===== src/rtl/dac_seg_pkg.sv =====
package dac_seg_pkg;
  localparam int unsigned WORD_W_DEF = 8;
  localparam int unsigned LSB_W_DEF  = 3;
  localparam int unsigned NUM_CH     = 2;
endpackage


===== src/rtl/seg_thermo_dec.sv =====
module seg_thermo_dec #(
  parameter int unsigned IN_W  = 5,
  parameter int unsigned OUT_N = (1 << IN_W) - 1
) (
  input  logic [IN_W-1:0]  code_i,
  output logic [OUT_N-1:0] therm_o
);
  for (genvar g = 0; g < OUT_N; g++) begin : g_seg
    assign therm_o[g] = (32'(code_i) > g);
  end
endmodule


===== src/rtl/seg_pair_drive.sv =====
module seg_pair_drive #(
  parameter int unsigned N = 31
) (
  input  logic         sleep_i,
  input  logic [N-1:0] on_i,
  output logic [N-1:0] a_o,
  output logic [N-1:0] b_o
);
  always_comb begin
    a_o = sleep_i ? '0 :  on_i;
    b_o = sleep_i ? '0 : ~on_i;
  end
endmodule


===== src/rtl/seg_channel.sv =====
module seg_channel #(
  parameter int unsigned WORD_W = 8,
  parameter int unsigned LSB_W  = 3,
  localparam int unsigned MSB_W = WORD_W - LSB_W,
  localparam int unsigned SEG_N = (1 << MSB_W) - 1,
  localparam int unsigned FULL  = (1 << WORD_W) - 1,
  localparam int unsigned SEG_WT = 1 << LSB_W
) (
  input  logic              clk_i,
  input  logic              rst_ni,
  input  logic              sleep_i,
  input  logic [WORD_W-1:0] word_i,
  output logic [SEG_N-1:0]  seg_a_o,
  output logic [SEG_N-1:0]  seg_b_o,
  output logic [LSB_W-1:0]  bin_a_o,
  output logic [LSB_W-1:0]  bin_b_o
);
  logic [WORD_W-1:0] word_q;
  logic [SEG_N-1:0]  therm_d, seg_q;
  logic [LSB_W-1:0]  bin_q;

  // capture stage; frozen in sleep
  always_ff @(posedge clk_i or negedge rst_ni) begin
    if (!rst_ni)       word_q <= '0;
    else if (!sleep_i) word_q <= word_i;
  end

  seg_thermo_dec #(.IN_W(MSB_W), .OUT_N(SEG_N)) u_dec (
    .code_i  (word_q[WORD_W-1:LSB_W]),
    .therm_o (therm_d)
  );

  // switch-drive stage
  always_ff @(posedge clk_i or negedge rst_ni) begin
    if (!rst_ni) begin
      seg_q <= '0;
      bin_q <= '0;
    end else if (!sleep_i) begin
      seg_q <= therm_d;
      bin_q <= word_q[LSB_W-1:0];
    end
  end

  seg_pair_drive #(.N(SEG_N)) u_seg_drv (
    .sleep_i (sleep_i),
    .on_i    (seg_q),
    .a_o     (seg_a_o),
    .b_o     (seg_b_o)
  );

  seg_pair_drive #(.N(LSB_W)) u_bin_drv (
    .sleep_i (sleep_i),
    .on_i    (bin_q),
    .a_o     (bin_a_o),
    .b_o     (bin_b_o)
  );

  p_latency_r2: assert property (@(posedge clk_i) disable iff (!rst_ni)
    !sleep_i |=> ($countones(seg_q) == int'($past(word_q[WORD_W-1:LSB_W]))
                  && bin_q == $past(word_q[LSB_W-1:0])));

  p_thermo_r3: assert property (@(posedge clk_i) disable iff (!rst_ni)
    (seg_q & (seg_q + SEG_N'(1))) == '0);

  p_complement_r5: assert property (@(posedge clk_i) disable iff (!rst_ni)
    !sleep_i |-> (seg_b_o == ~seg_a_o && bin_b_o == ~bin_a_o));

  p_weight_r6: assert property (@(posedge clk_i) disable iff (!rst_ni)
    !sleep_i |-> ($countones(seg_a_o) * SEG_WT + int'(bin_a_o)
                  + $countones(seg_b_o) * SEG_WT + int'(bin_b_o) == FULL));

  p_sleep_off_r8: assert property (@(posedge clk_i) disable iff (!rst_ni)
    sleep_i |-> (seg_a_o == '0 && seg_b_o == '0 && bin_a_o == '0 && bin_b_o == '0));

  p_hold_r9: assert property (@(posedge clk_i) disable iff (!rst_ni)
    sleep_i |=> ($stable(word_q) && $stable(seg_q) && $stable(bin_q)));
endmodule


===== src/rtl/dual_seg_dac_front.sv =====
module dual_seg_dac_front #(
  parameter int unsigned WORD_W = dac_seg_pkg::WORD_W_DEF,
  parameter int unsigned LSB_W  = dac_seg_pkg::LSB_W_DEF,
  localparam int unsigned SEG_N = (1 << (WORD_W - LSB_W)) - 1
) (
  input  logic              clk_i,
  input  logic              rst_ni,
  input  logic              sleep_i,
  input  logic [WORD_W-1:0] i_word_i,
  input  logic [WORD_W-1:0] q_word_i,
  output logic [SEG_N-1:0]  i_seg_a_o,
  output logic [SEG_N-1:0]  i_seg_b_o,
  output logic [LSB_W-1:0]  i_bin_a_o,
  output logic [LSB_W-1:0]  i_bin_b_o,
  output logic [SEG_N-1:0]  q_seg_a_o,
  output logic [SEG_N-1:0]  q_seg_b_o,
  output logic [LSB_W-1:0]  q_bin_a_o,
  output logic [LSB_W-1:0]  q_bin_b_o
);
  localparam int unsigned NCH = dac_seg_pkg::NUM_CH;

  logic [NCH-1:0][WORD_W-1:0] word;
  logic [NCH-1:0][SEG_N-1:0]  seg_a, seg_b;
  logic [NCH-1:0][LSB_W-1:0]  bin_a, bin_b;

  assign word[0] = i_word_i;
  assign word[1] = q_word_i;

  for (genvar c = 0; c < NCH; c++) begin : g_ch
    seg_channel #(.WORD_W(WORD_W), .LSB_W(LSB_W)) u_ch (
      .clk_i   (clk_i),
      .rst_ni  (rst_ni),
      .sleep_i (sleep_i),
      .word_i  (word[c]),
      .seg_a_o (seg_a[c]),
      .seg_b_o (seg_b[c]),
      .bin_a_o (bin_a[c]),
      .bin_b_o (bin_b[c])
    );
  end

  assign i_seg_a_o = seg_a[0];
  assign i_seg_b_o = seg_b[0];
  assign i_bin_a_o = bin_a[0];
  assign i_bin_b_o = bin_b[0];
  assign q_seg_a_o = seg_a[1];
  assign q_seg_b_o = seg_b[1];
  assign q_bin_a_o = bin_a[1];
  assign q_bin_b_o = bin_b[1];
endmodule


===== config.mk =====
export PLATFORM = sky130hd
export DESIGN_NAME = dual_seg_dac_front
export DESIGN_NICKNAME = d
export VERILOG_FILES = /design/src/rtl/dac_seg_pkg.sv /design/src/rtl/seg_thermo_dec.sv /design/src/rtl/seg_pair_drive.sv /design/src/rtl/seg_channel.sv /design/src/rtl/dual_seg_dac_front.sv
export SDC_FILE = /design/constraint.sdc
export NUM_CORES = 1
export LEC_CHECK = 0
export BUFFER_PORTS_ARGS = -buffer_cell sky130_fd_sc_hd__buf_2
export CAP_MARGIN = 20
export CORE_AREA = 2 2 92 94
export CTS_CLUSTER_DIAMETER = 30
export DETAILED_ROUTE_END_ITERATION = 12
export DIE_AREA = 0 0 94 96
export GPL_ROUTABILITY_DRIVEN = 0
export PLACE_DENSITY = 0.81
export REMOVE_ABC_BUFFERS = 1
export SYNTH_ARGS = -nofsm -noshare
export SYNTH_HDL_FRONTEND = slang
export SYNTH_SLANG_ARGS = --single-unit

===== constraint.sdc =====
create_clock -name clk_i -period 2.9 [get_ports clk_i]
set_input_delay 0.145 -clock clk_i [delete_from_list [all_inputs] [get_ports clk_i]]
set_output_delay 0.145 -clock clk_i [all_outputs]
set_load 0.03 [all_outputs]

==> flow_summary.ini, run 1 <==
[floorplanning]
initial_utilization = 0.514
io_pins = 155
rows = 33
die_area_sq_um = 9020
core_area_sq_um = 8050
die_h_um = 96
fp.dieW_um = 94

[yosys]
synthArstFlopShare = 1.00
syn_inst = 462
yosys_warnings = 0
synthFlopType = dfrtp_1
yosysTopAreaCell = dfrtp_1
synth_most_common_cell = nor2_1
syn_area_sq_um = 4140
ys_seq_area_frac = 0.508
synth_edf_count = 0
synthTopCellsByArea = dfrtp_1 51%, nor2b_1 11%, nor2_1 7.8%, mux2_2 6.3%, nand2_1 3.9%
synth_top_area_share = 0.508
avgSynthCellArea_sq_um = 8.95
yosysUniqueCellTypes = 28
synth_common_cells = 86 x nor2_1, 84 x dfrtp_1, 71 x nor2b_1
ys_seq_elements = 84

[global_routing]
grt_pass1_wl_mm = 13.4
grt_pass1_vias = 2844
grt_overflow = 0
grt_start_max_net_pins = 151
grt_antenna_before_repair = 0
grt_usage = 0.187

[clock_tree]
h-tree-depth = 3
cts_root_buf = clkbuf_8
cts_max_path_buffers = 2
clk_latency_ns = 0.34
clkSinkCount = 84
cts_tree = yes
path_clk_slew_ns = 0.08
cts_buffers = 9

[worst_setup_path]
cp.arrival_ns = 1.55
slowest_delay_ns = 0.67
reg2reg_setup_slack_ns = 1.34
path_buf_inv = 3
cpLargestDelayFamily = buffers and inverters
cp-endpoint = q_seg_b_o[11]
critical_path.startpoint = sleep_i
crit_path_start_kind = input port
cp.depth = 4
regToRegEndpoint = g_ch[1].u_ch.seg_q[1]
slowest_stage = buf_6
reg2reg_from = g_ch[1].u_ch.word_q[4]
crit_type = input port to primary output
critPathMaxFanout = 150
reg2reg_depth = 2
endpoint_kind = primary output
critical_path_required_ns = 2.76
worstPathCellList = buf_6 -> buf_4 -> nor2_1 -> buf_2

[pwr]
power_density_nw_per_um2 = 602
power_w = 0.00306
power_leakage_nw = 2.52
ir_worst_vdd_v = 0.000328

[timing]
hold_viol_final = 0
rsz0062_at_grt = no
hold-worst-slack_ns = 0.0313
fin_worst_skew_ns = 0.00853
tns_ns = 0
slew_headroom = 0.369
period_needed_ns = 1.69
worst_slew_pin_slew_ns = 0.947
finalCritPeriodShare = 0.584
final-max-slew-violation-count = 0
max_freq_mhz = 591
setup_viol = 0

[final_layout]
multiInputGateArea_sq_um = 1780
final_core_util = 0.632
fin_nets = 610
regArea_sq_um = 2100
n_fill_cell = 717
final_cell_area_sq_um = 5090
insertedDiodeCount = 0
area_delta_synth_final_pct = 23.0
layout-drive-gt1-share = 0.331

[drt]
viasPerCell = 5.06
first_iter_violations = 176
wirelength_mm = 8.77
num_vias = 3542
firstDrtPassIters = 4
wire_per_inst_um = 12.5
drcViolationCount = 0
ant_nets = 0

[status]
outcome = complete, no violations

[run]
maxCapViolations = 0

[place]
port_buffers = 154
hpwl_mm = 5.94
place_area_sq_um = 4870

[hold_path]
holdCritStartpoint = i_word_i[1]
hold_class = input port to flip-flop
report_power, final:
group / internal (W) / switching (W) / leakage (nW)
combinational: 0.000280 / 0.000578 / 1.46
clock: 0.000354 / 0.000400 / 0.0807
sequential: 0.00130 / 0.000147 / 0.985
what timing repair did:
item,4_1_cts,5_1_grt
hold buffers,0,1
buffers inserted,0,0
resized for setup,0,0
endpoints found under the hold margin,0,84
flip-flops by register name, indices dropped and copies added, names as in the netlist:
| name | flops |
|---|---|
| g_ch.u_ch.seg_q | 62 |
| g_ch.u_ch.bin_q | 6 |
| g_ch.u_ch.word_q | 16 |
stage by stage:
step / std cells / setup WS, ns
5_1_grt: 700 / 1.08
3_3_place_gp: 683 / 1.26
6_report: 700 / 1.21
2_1_floorplan: 419 / 1.47
4_1_cts: 698 / 1.21
3_5_place_dp: 683 / 1.21
routing by layer:
| metal | track usage | vias to the layer above | wire length, um |
|---|---|---|---|
| li1 | - | 1775 | - |
| met1 | 0.274 | 1654 | 3990 |
| met2 | 0.280 | 99 | 4220 |
| met3 | 0.0274 | 14 | 382 |
| met4 | 0.0761 | 0 | 173 |
| met5 | 0 | - | 0 |
worst min path at each step:
| stage | slack (ns) | cells after the start | end |
|---|---|---|---|
| 2_1_floorplan | -0.15 | 0 | g_ch[0].u_ch.bin_q[0] |
| 3_3_place_gp | 0.37 | 1 | g_ch[0].u_ch.seg_q[5] |
| 3_5_place_dp | 0.38 | 2 | g_ch[1].u_ch.word_q[1] |
| 4_1_cts | 0.02 | 1 | g_ch[0].u_ch.seg_q[5] |
| 5_1_grt | 0.02 | 2 | g_ch[0].u_ch.word_q[6] |
| 6_report | 0.03 | 2 | g_ch[0].u_ch.word_q[1] |
cell usage in the layout, fill, tap and decap left out, drive strengths merged:
| cell type | count |
|---|---|
| nand2 | 43 |
| a211oi | 2 |
| nand4 | 1 |
| a31oi | 1 |
| dlygate4sd3 | 1 |
| o211ai | 7 |
| a41oi | 1 |
| nor4 | 2 |
| mux2 | 23 |
| o21ai | 30 |
| nor2b | 71 |
| a2111oi | 2 |
| mux2i | 2 |
| nor3 | 9 |
| dfrtp | 84 |
| clkinvlp | 3 |
| nand3b | 2 |
| inv | 11 |
| buf | 160 |
| or4 | 1 |
| nand2b | 3 |
| o311ai | 2 |
| nor2 | 86 |
| clkbuf | 12 |
| a221oi | 4 |
| o31ai | 2 |
| a21oi | 25 |
| nand3 | 5 |
worst reg2reg max path, stage by stage, from the launching register on:
cell     delay [ns]
dfrtp_1        0.60
or4_1          0.59
mux2_2         0.26
cell type report:
cell class / instances / share of cell area
Timing Repair Buffer: 161 / 0.168
Tap cell: 105 / 0.0258
Inverter: 11 / 0.00812
Multi-Input combinational cell: 324 / 0.350
Clock buffer: 12 / 0.0305
Clock inverter: 3 / 0.00443
Sequential cell: 84 / 0.413
cell families after synthesis:
family                 after synthesis  share of synthesized area
multiplexers                        25                     0.0675
buffers and inverters               54                     0.0614
AND/OR/NAND/NOR                    223                      0.256
AO/OA/AOI/OAI                       76                      0.107
flip-flops                          84                      0.508
(Power assumes the default switching activity.)
==> inputs of run 2 (changes only) <==
--- a/config.mk
+++ b/config.mk
@@ -7,12 +7,12 @@
 export LEC_CHECK = 0
 export BUFFER_PORTS_ARGS = -buffer_cell sky130_fd_sc_hd__buf_2
 export CAP_MARGIN = 20
-export CORE_AREA = 2 2 92 94
+export CORE_AREA = 2 2 95 97
 export CTS_CLUSTER_DIAMETER = 30
 export DETAILED_ROUTE_END_ITERATION = 12
-export DIE_AREA = 0 0 94 96
+export DIE_AREA = 0 0 97 99
 export GPL_ROUTABILITY_DRIVEN = 0
-export PLACE_DENSITY = 0.81
+export PLACE_DENSITY = 0.77
 export REMOVE_ABC_BUFFERS = 1
 export SYNTH_ARGS = -nofsm -noshare
 export SYNTH_HDL_FRONTEND = slang
==> constraint.sdc (replaced) <==
create_clock -name clk_i -period 1.7 [get_ports clk_i]
set_input_delay 0.085 -clock clk_i [delete_from_list [all_inputs] [get_ports clk_i]]
set_output_delay 0.085 -clock clk_i [all_outputs]
set_load 0.03 [all_outputs]
==> run 2 against run 1 <==
Against the previous run: combinational power increased by 85%; wire length grew 8.5%; via count up 2.3%; clock power up 90%; utilization barely moved; flip-flop and latch count did not move; global-route usage is 0.96 points higher; cell count up 4.7%; critical path type is now flip-flop to flip-flop; critical endpoint is now g_ch[1].u_ch.seg_q[1]; largest power group unchanged.
==> flow_summary.ini, run 2 (synthesis gave the netlist of run 1 again) <==
[drt]
ant_nets = 0
drcViolationCount = 0
num_vias = 3624
viasPerCell = 4.94
wirelength_mm = 9.52
firstDrtPassIters = 4
first_iter_violations = 158
wire_per_inst_um = 13.0

[global_routing]
grt_antenna_before_repair = 0
grt_pass1_wl_mm = 15.7
grt_start_max_net_pins = 81
grt_pass1_vias = 3456
grt_usage = 0.196
grt_overflow = 0

[timing]
final-max-slew-violation-count = 0
hold_viol_final = 0
setup_viol = 0
fin_worst_skew_ns = 0.0111
tns_ns = 0
hold-worst-slack_ns = 0.239
fin_ws_ns = 0.335
worst_slew_pin_slew_ns = 0.582
rsz0062_at_grt = no
period_needed_ns = 1.37
finalCritPeriodShare = 0.803
slew_headroom = 0.612
max_freq_mhz = 733

[place]
port_buffers = 154
dp_slack_ns = 0.348
hpwl_mm = 6.68

[hold_path]
hold_class = input port to flip-flop

[status]
outcome = complete, no violations

[clock_tree]
cts_root_buf = clkbuf_8
h-tree-depth = 3
path_clk_slew_ns = 0.08
cts_max_path_buffers = 2
clkSinkCount = 84
cts_setup_buffers = 0
clk_latency_ns = 0.33
cts_tree = yes
cts_buffers = 9

[floorplanning]
io_pins = 155
core_area_sq_um = 8550
fp.dieW_um = 97
rows = 34
die_area_sq_um = 9600
die_h_um = 99
initial_utilization = 0.484

[final_layout]
mostFrequentLayoutCells = 152 x buf_2, 86 x nor2_1, 84 x dfrtp_1
biggestRegsByFlops = g_ch.u_ch.seg_q: 62 flops, g_ch.u_ch.word_q: 16 flops, g_ch.u_ch.bin_q: 6 flops
area_delta_synth_final_pct = 30.6
top_register = g_ch.u_ch.seg_q
largest_reg_flops = 62
layout-drive-gt1-share = 0.338
insertedDiodeCount = 0
fin_nets = 639
final_common_cell = buf_2

[pwr]
power_leakage_nw = 2.68
ir_worst_vdd_v = 0.000550
power_density_nw_per_um2 = 1010

[worst_setup_path]
critPathMaxFanout = 8
cp.arrival_ns = 1.58
crit_path_start_kind = flip-flop
endpoint_kind = flip-flop
crit_type = flip-flop to flip-flop
critical_path_required_ns = 1.92

[run]
maxCapViolations = 0
==> run 2: cell count changes in the layout (fill, tap and decap cells not counted), moves of 2 or more <==
| cell | previous run | this run |
|---|---|---|
| clkinv_2 | 0 | 2 |
| buf_4 | 6 | 16 |
| buf_12 | 0 | 4 |
| dlygate4sd3_1 | 1 | 17 |
| clkinvlp_4 | 3 | 1 |
==> run 2: path summary, 6_finish.rpt <==
kind / from / endpoint / slack [ns] / depth (start not counted)
max in group asynchronous: rst_ni / g_ch[1].u_ch.seg_q[30] / 0.79 / 3
max: g_ch[1].u_ch.word_q[5] / g_ch[1].u_ch.seg_q[1] / 0.33 / 2
min: sleep_i / g_ch[0].u_ch.seg_q[28] / 0.24 / 3
max reg2reg: g_ch[1].u_ch.word_q[5] / g_ch[1].u_ch.seg_q[1] / 0.33 / 2
min reg2reg: g_ch[0].u_ch.seg_q[15] / g_ch[0].u_ch.seg_q[15] / 0.50 / 2
min in group asynchronous: rst_ni / g_ch[0].u_ch.seg_q[11] / 0.29 / 2
==> run 2: area by class of cell <==
| type | count | area, sq um |
|---|---|---|
| multi-input cells | 324 | 1780 |
| well taps | 108 | 135 |
| repair buffers | 190 | 1140 |
| fillers | 742 | 3150 |
| clock inverters | 4 | 47.5 |
| clock buffers | 12 | 155 |
| flip-flops and latches | 84 | 2100 |
| inverters | 11 | 41.3 |
==> run 2: per-stage QoR <==
step | std cells | utilization | instance area, sq um | power, W
final | 733 | 0.632 | 5400 | 0.00545
after global routing | 733 | 0.632 | 5400 | 0.00576
after CTS | 733 | 0.632 | 5400 | 0.00551
after detailed placement | 700 | 0.588 | 5030 | 0.00404
after global placement | 700 | 0.588 | 5030 | 0.00400
after floorplan | 419 | - | 3920 | 0.00344
==> run 2: timing repair <==
item | CTS | global route
hold buffers | 17 | 0
resized for setup | 0 | 0
hold endpoints to repair | 59 | 0
==> run 2: per-layer routing <==
| metal | track usage | vias to the layer above | part of all wire |
|---|---|---|---|
| li1 | - | 1826 | - |
| met1 | 0.252 | 1687 | 0.43 |
| met2 | 0.341 | 101 | 0.52 |
| met3 | 0.0270 | 10 | 0.042 |
| met4 | 0.0726 | 0 | 0.012 |
| met5 | 0 | - | 0 |
==> run 2: power breakdown <==
group          internal (W)  switching (W)  total [W]
combinational      0.000537        0.00105    0.00159
clock              0.000756       0.000673    0.00143
sequential          0.00223       0.000208    0.00243
total               0.00352        0.00194    0.00545
==> run 2: worst max-delay path, stage by stage, from the launching register on <==
cell and delay, ns:
dfrtp_1 0.47, or4_1 0.51, mux2_2 0.28
==> inputs of run 3 (changes only) <==
--- a/config.mk
+++ b/config.mk
@@ -7,12 +7,12 @@
 export LEC_CHECK = 0
 export BUFFER_PORTS_ARGS = -buffer_cell sky130_fd_sc_hd__buf_2
 export CAP_MARGIN = 20
-export CORE_AREA = 2 2 95 97
+export CORE_AREA = 2 2 99 101
 export CTS_CLUSTER_DIAMETER = 30
 export DETAILED_ROUTE_END_ITERATION = 12
-export DIE_AREA = 0 0 97 99
+export DIE_AREA = 0 0 101 103
 export GPL_ROUTABILITY_DRIVEN = 0
-export PLACE_DENSITY = 0.77
+export PLACE_DENSITY = 0.74
 export REMOVE_ABC_BUFFERS = 1
 export SYNTH_ARGS = -nofsm -noshare
 export SYNTH_HDL_FRONTEND = slang
==> constraint.sdc (replaced) <==
create_clock -name clk_i -period 1.09 [get_ports clk_i]
set_input_delay 0.0545 -clock clk_i [delete_from_list [all_inputs] [get_ports clk_i]]
set_output_delay 0.0545 -clock clk_i [all_outputs]
set_load 0.03 [all_outputs]
==> run 3 against run 2 <==
Against the previous run: the flow now finishes with violations (setup timing); final area is 30% higher; worst setup slack worse by 0.54 ns; via count is 16% higher; combinational power increased by 140%; critical path depth unchanged; worst hold slack lost 0.065 ns; utilization increased by 11 points; first-iteration DRC count up 35%; wire length increased by 37%; die area up 8.3%; non-clock buffer count up 71.
==> flow_summary.ini, run 3 (synthesis gave the netlist of run 1 again) <==
[floorplanning]
io_pins = 155
rows = 36
fp.dieW_um = 101
initial_utilization = 0.437
core_area_sq_um = 9460
die_h_um = 103
die_area_sq_um = 10400

[pwr]
power_leakage_nw = 3.31
ir_worst_vdd_v = 0.000901
power_density_nw_per_um2 = 1380
power_w = 0.00970

[hold_path]
holdCritStartpoint = sleep_i
hold_class = input port to flip-flop

[timing]
hold_viol_final = 0
setup_viol = 78
final-max-slew-violation-count = 0
hold-worst-slack_ns = 0.174
fin_worst_skew_ns = 0.0147
period_needed_ns = 1.30
fin_ws_ns = -0.207
worst_slew_pin_slew_ns = 0.453
rsz0062_at_grt = yes
tns_ns = -3.01
max_freq_mhz = 771
finalCritPeriodShare = 1.19
slew_headroom = 0.698

[worst_setup_path]
cp.arrival_ns = 1.52
critPathMaxFanout = 2
crit_path_start_kind = flip-flop
reg2reg_setup_slack_ns = -0.21
endpoint_kind = flip-flop
critical_path.startpoint = g_ch[1].u_ch.word_q[6]
crit_type = flip-flop to flip-flop
critical_path_required_ns = 1.31
reg2reg_from = g_ch[1].u_ch.word_q[6]

[drt]
viasPerCell = 5.19
wire_per_inst_um = 16.1
num_vias = 4201
ant_nets = 0
firstDrtPassIters = 5
first_iter_violations = 213
drcViolationCount = 0
wirelength_mm = 13.1

[final_layout]
area_delta_synth_final_pct = 69.3
n_fill_cell = 625
insertedDiodeCount = 0
biggestRegsByFlops = g_ch.u_ch.seg_q: 62 flops, g_ch.u_ch.word_q: 16 flops, g_ch.u_ch.bin_q: 6 flops
final_core_util = 0.740
final_common_cell = buf_4
fin_nets = 710
mostFrequentLayoutCells = 163 x buf_4, 78 x dfrtp_1, 65 x nor2_1
top_register = g_ch.u_ch.seg_q
largest_reg_flops = 62
layout-drive-gt1-share = 0.536

[clock_tree]
path_clk_slew_ns = 0.09
clkSinkCount = 84
cts_tree = yes
h-tree-depth = 3
cts_root_buf = clkbuf_8
cts_max_path_buffers = 2
clk_latency_ns = 0.34
cts_buffers = 9

[status]
outcome = finished, violations left
violations = setup timing

[global_routing]
grt_usage = 0.202
grt_pass1_vias = 3667
grt_antenna_before_repair = 0
grt_overflow = 0
grt_start_max_net_pins = 85
grt_pass1_wl_mm = 16.9

[place]
dp_slack_ns = -0.191
port_buffers = 154
hpwl_mm = 6.98

[run]
maxCapViolations = 0
[run 3: cell count changes in the layout (fill, tap and decap cells not counted), sizes merged]
cell,previous run,this run
bufinv,1,0
clkinvlp,1,0
buf,173,243
clkinv,2,5
[run 3: repair_timing]
action / in CTS / in global routing
pin swaps: 5 / 18
hold buffers: 17 / 0
gates resized for setup: 134 / 237
endpoints found under the hold margin: 100 / 0
gates cloned: 0 / 1
setup buffers: 22 / 26
endpoints found under the setup margin: 126 / 176
[run 3: cell type report]
cell class,count,area (sq um),area share
Sequential cell,84,2110,0.301
Timing Repair Buffer,261,2270,0.324
Clock buffer,11,151,0.0216
Tap cell,114,143,0.0204
Clock inverter,5,36.3,0.00518
Inverter,11,41.3,0.00589
Multi-Input combinational cell,324,2250,0.322
[run 3: stage by stage]
stage,instances,cell area [sq um]
2_1_floorplan,419,3920
3_3_place_gp,728,5220
3_5_place_dp,728,5220
4_1_cts,783,6100
5_1_grt,810,7000
6_report,810,7000
[run 3: final timing paths]
check	end	cells after the start
worst max-delay path	g_ch[1].u_ch.seg_q[1]	2
worst min-delay path	g_ch[1].u_ch.seg_q[19]	4
worst max register to register	g_ch[1].u_ch.seg_q[1]	2
worst min register to register	g_ch[1].u_ch.seg_q[15]	2
max in group asynchronous	g_ch[1].u_ch.word_q[3]	3
min in group asynchronous	g_ch[0].u_ch.seg_q[11]	3
[run 3: per-layer routing]
layer  vias up  part of all wire  track usage
li1       1974                 -            -
met1      2010              0.39        0.253
met2       168              0.53        0.350
met3        49             0.040       0.0292
met4         0             0.038       0.0925
met5         -                 0            0
[run 3: report_power, final]
group / total, W / switching [W] / internal, W / leakage [nW]
logic: 0.00379 / 0.00208 / 0.00170 / 2.23
registers: 0.00381 / 0.000338 / 0.00348 / 0.979
clock network: 0.00209 / 0.00114 / 0.000959 / 0.0993
[run 3: critical path, stage by stage, from the launching register on]
cell	delay, ns
dfrtp_1	0.40
or4_1	0.51
mux2_4	0.28
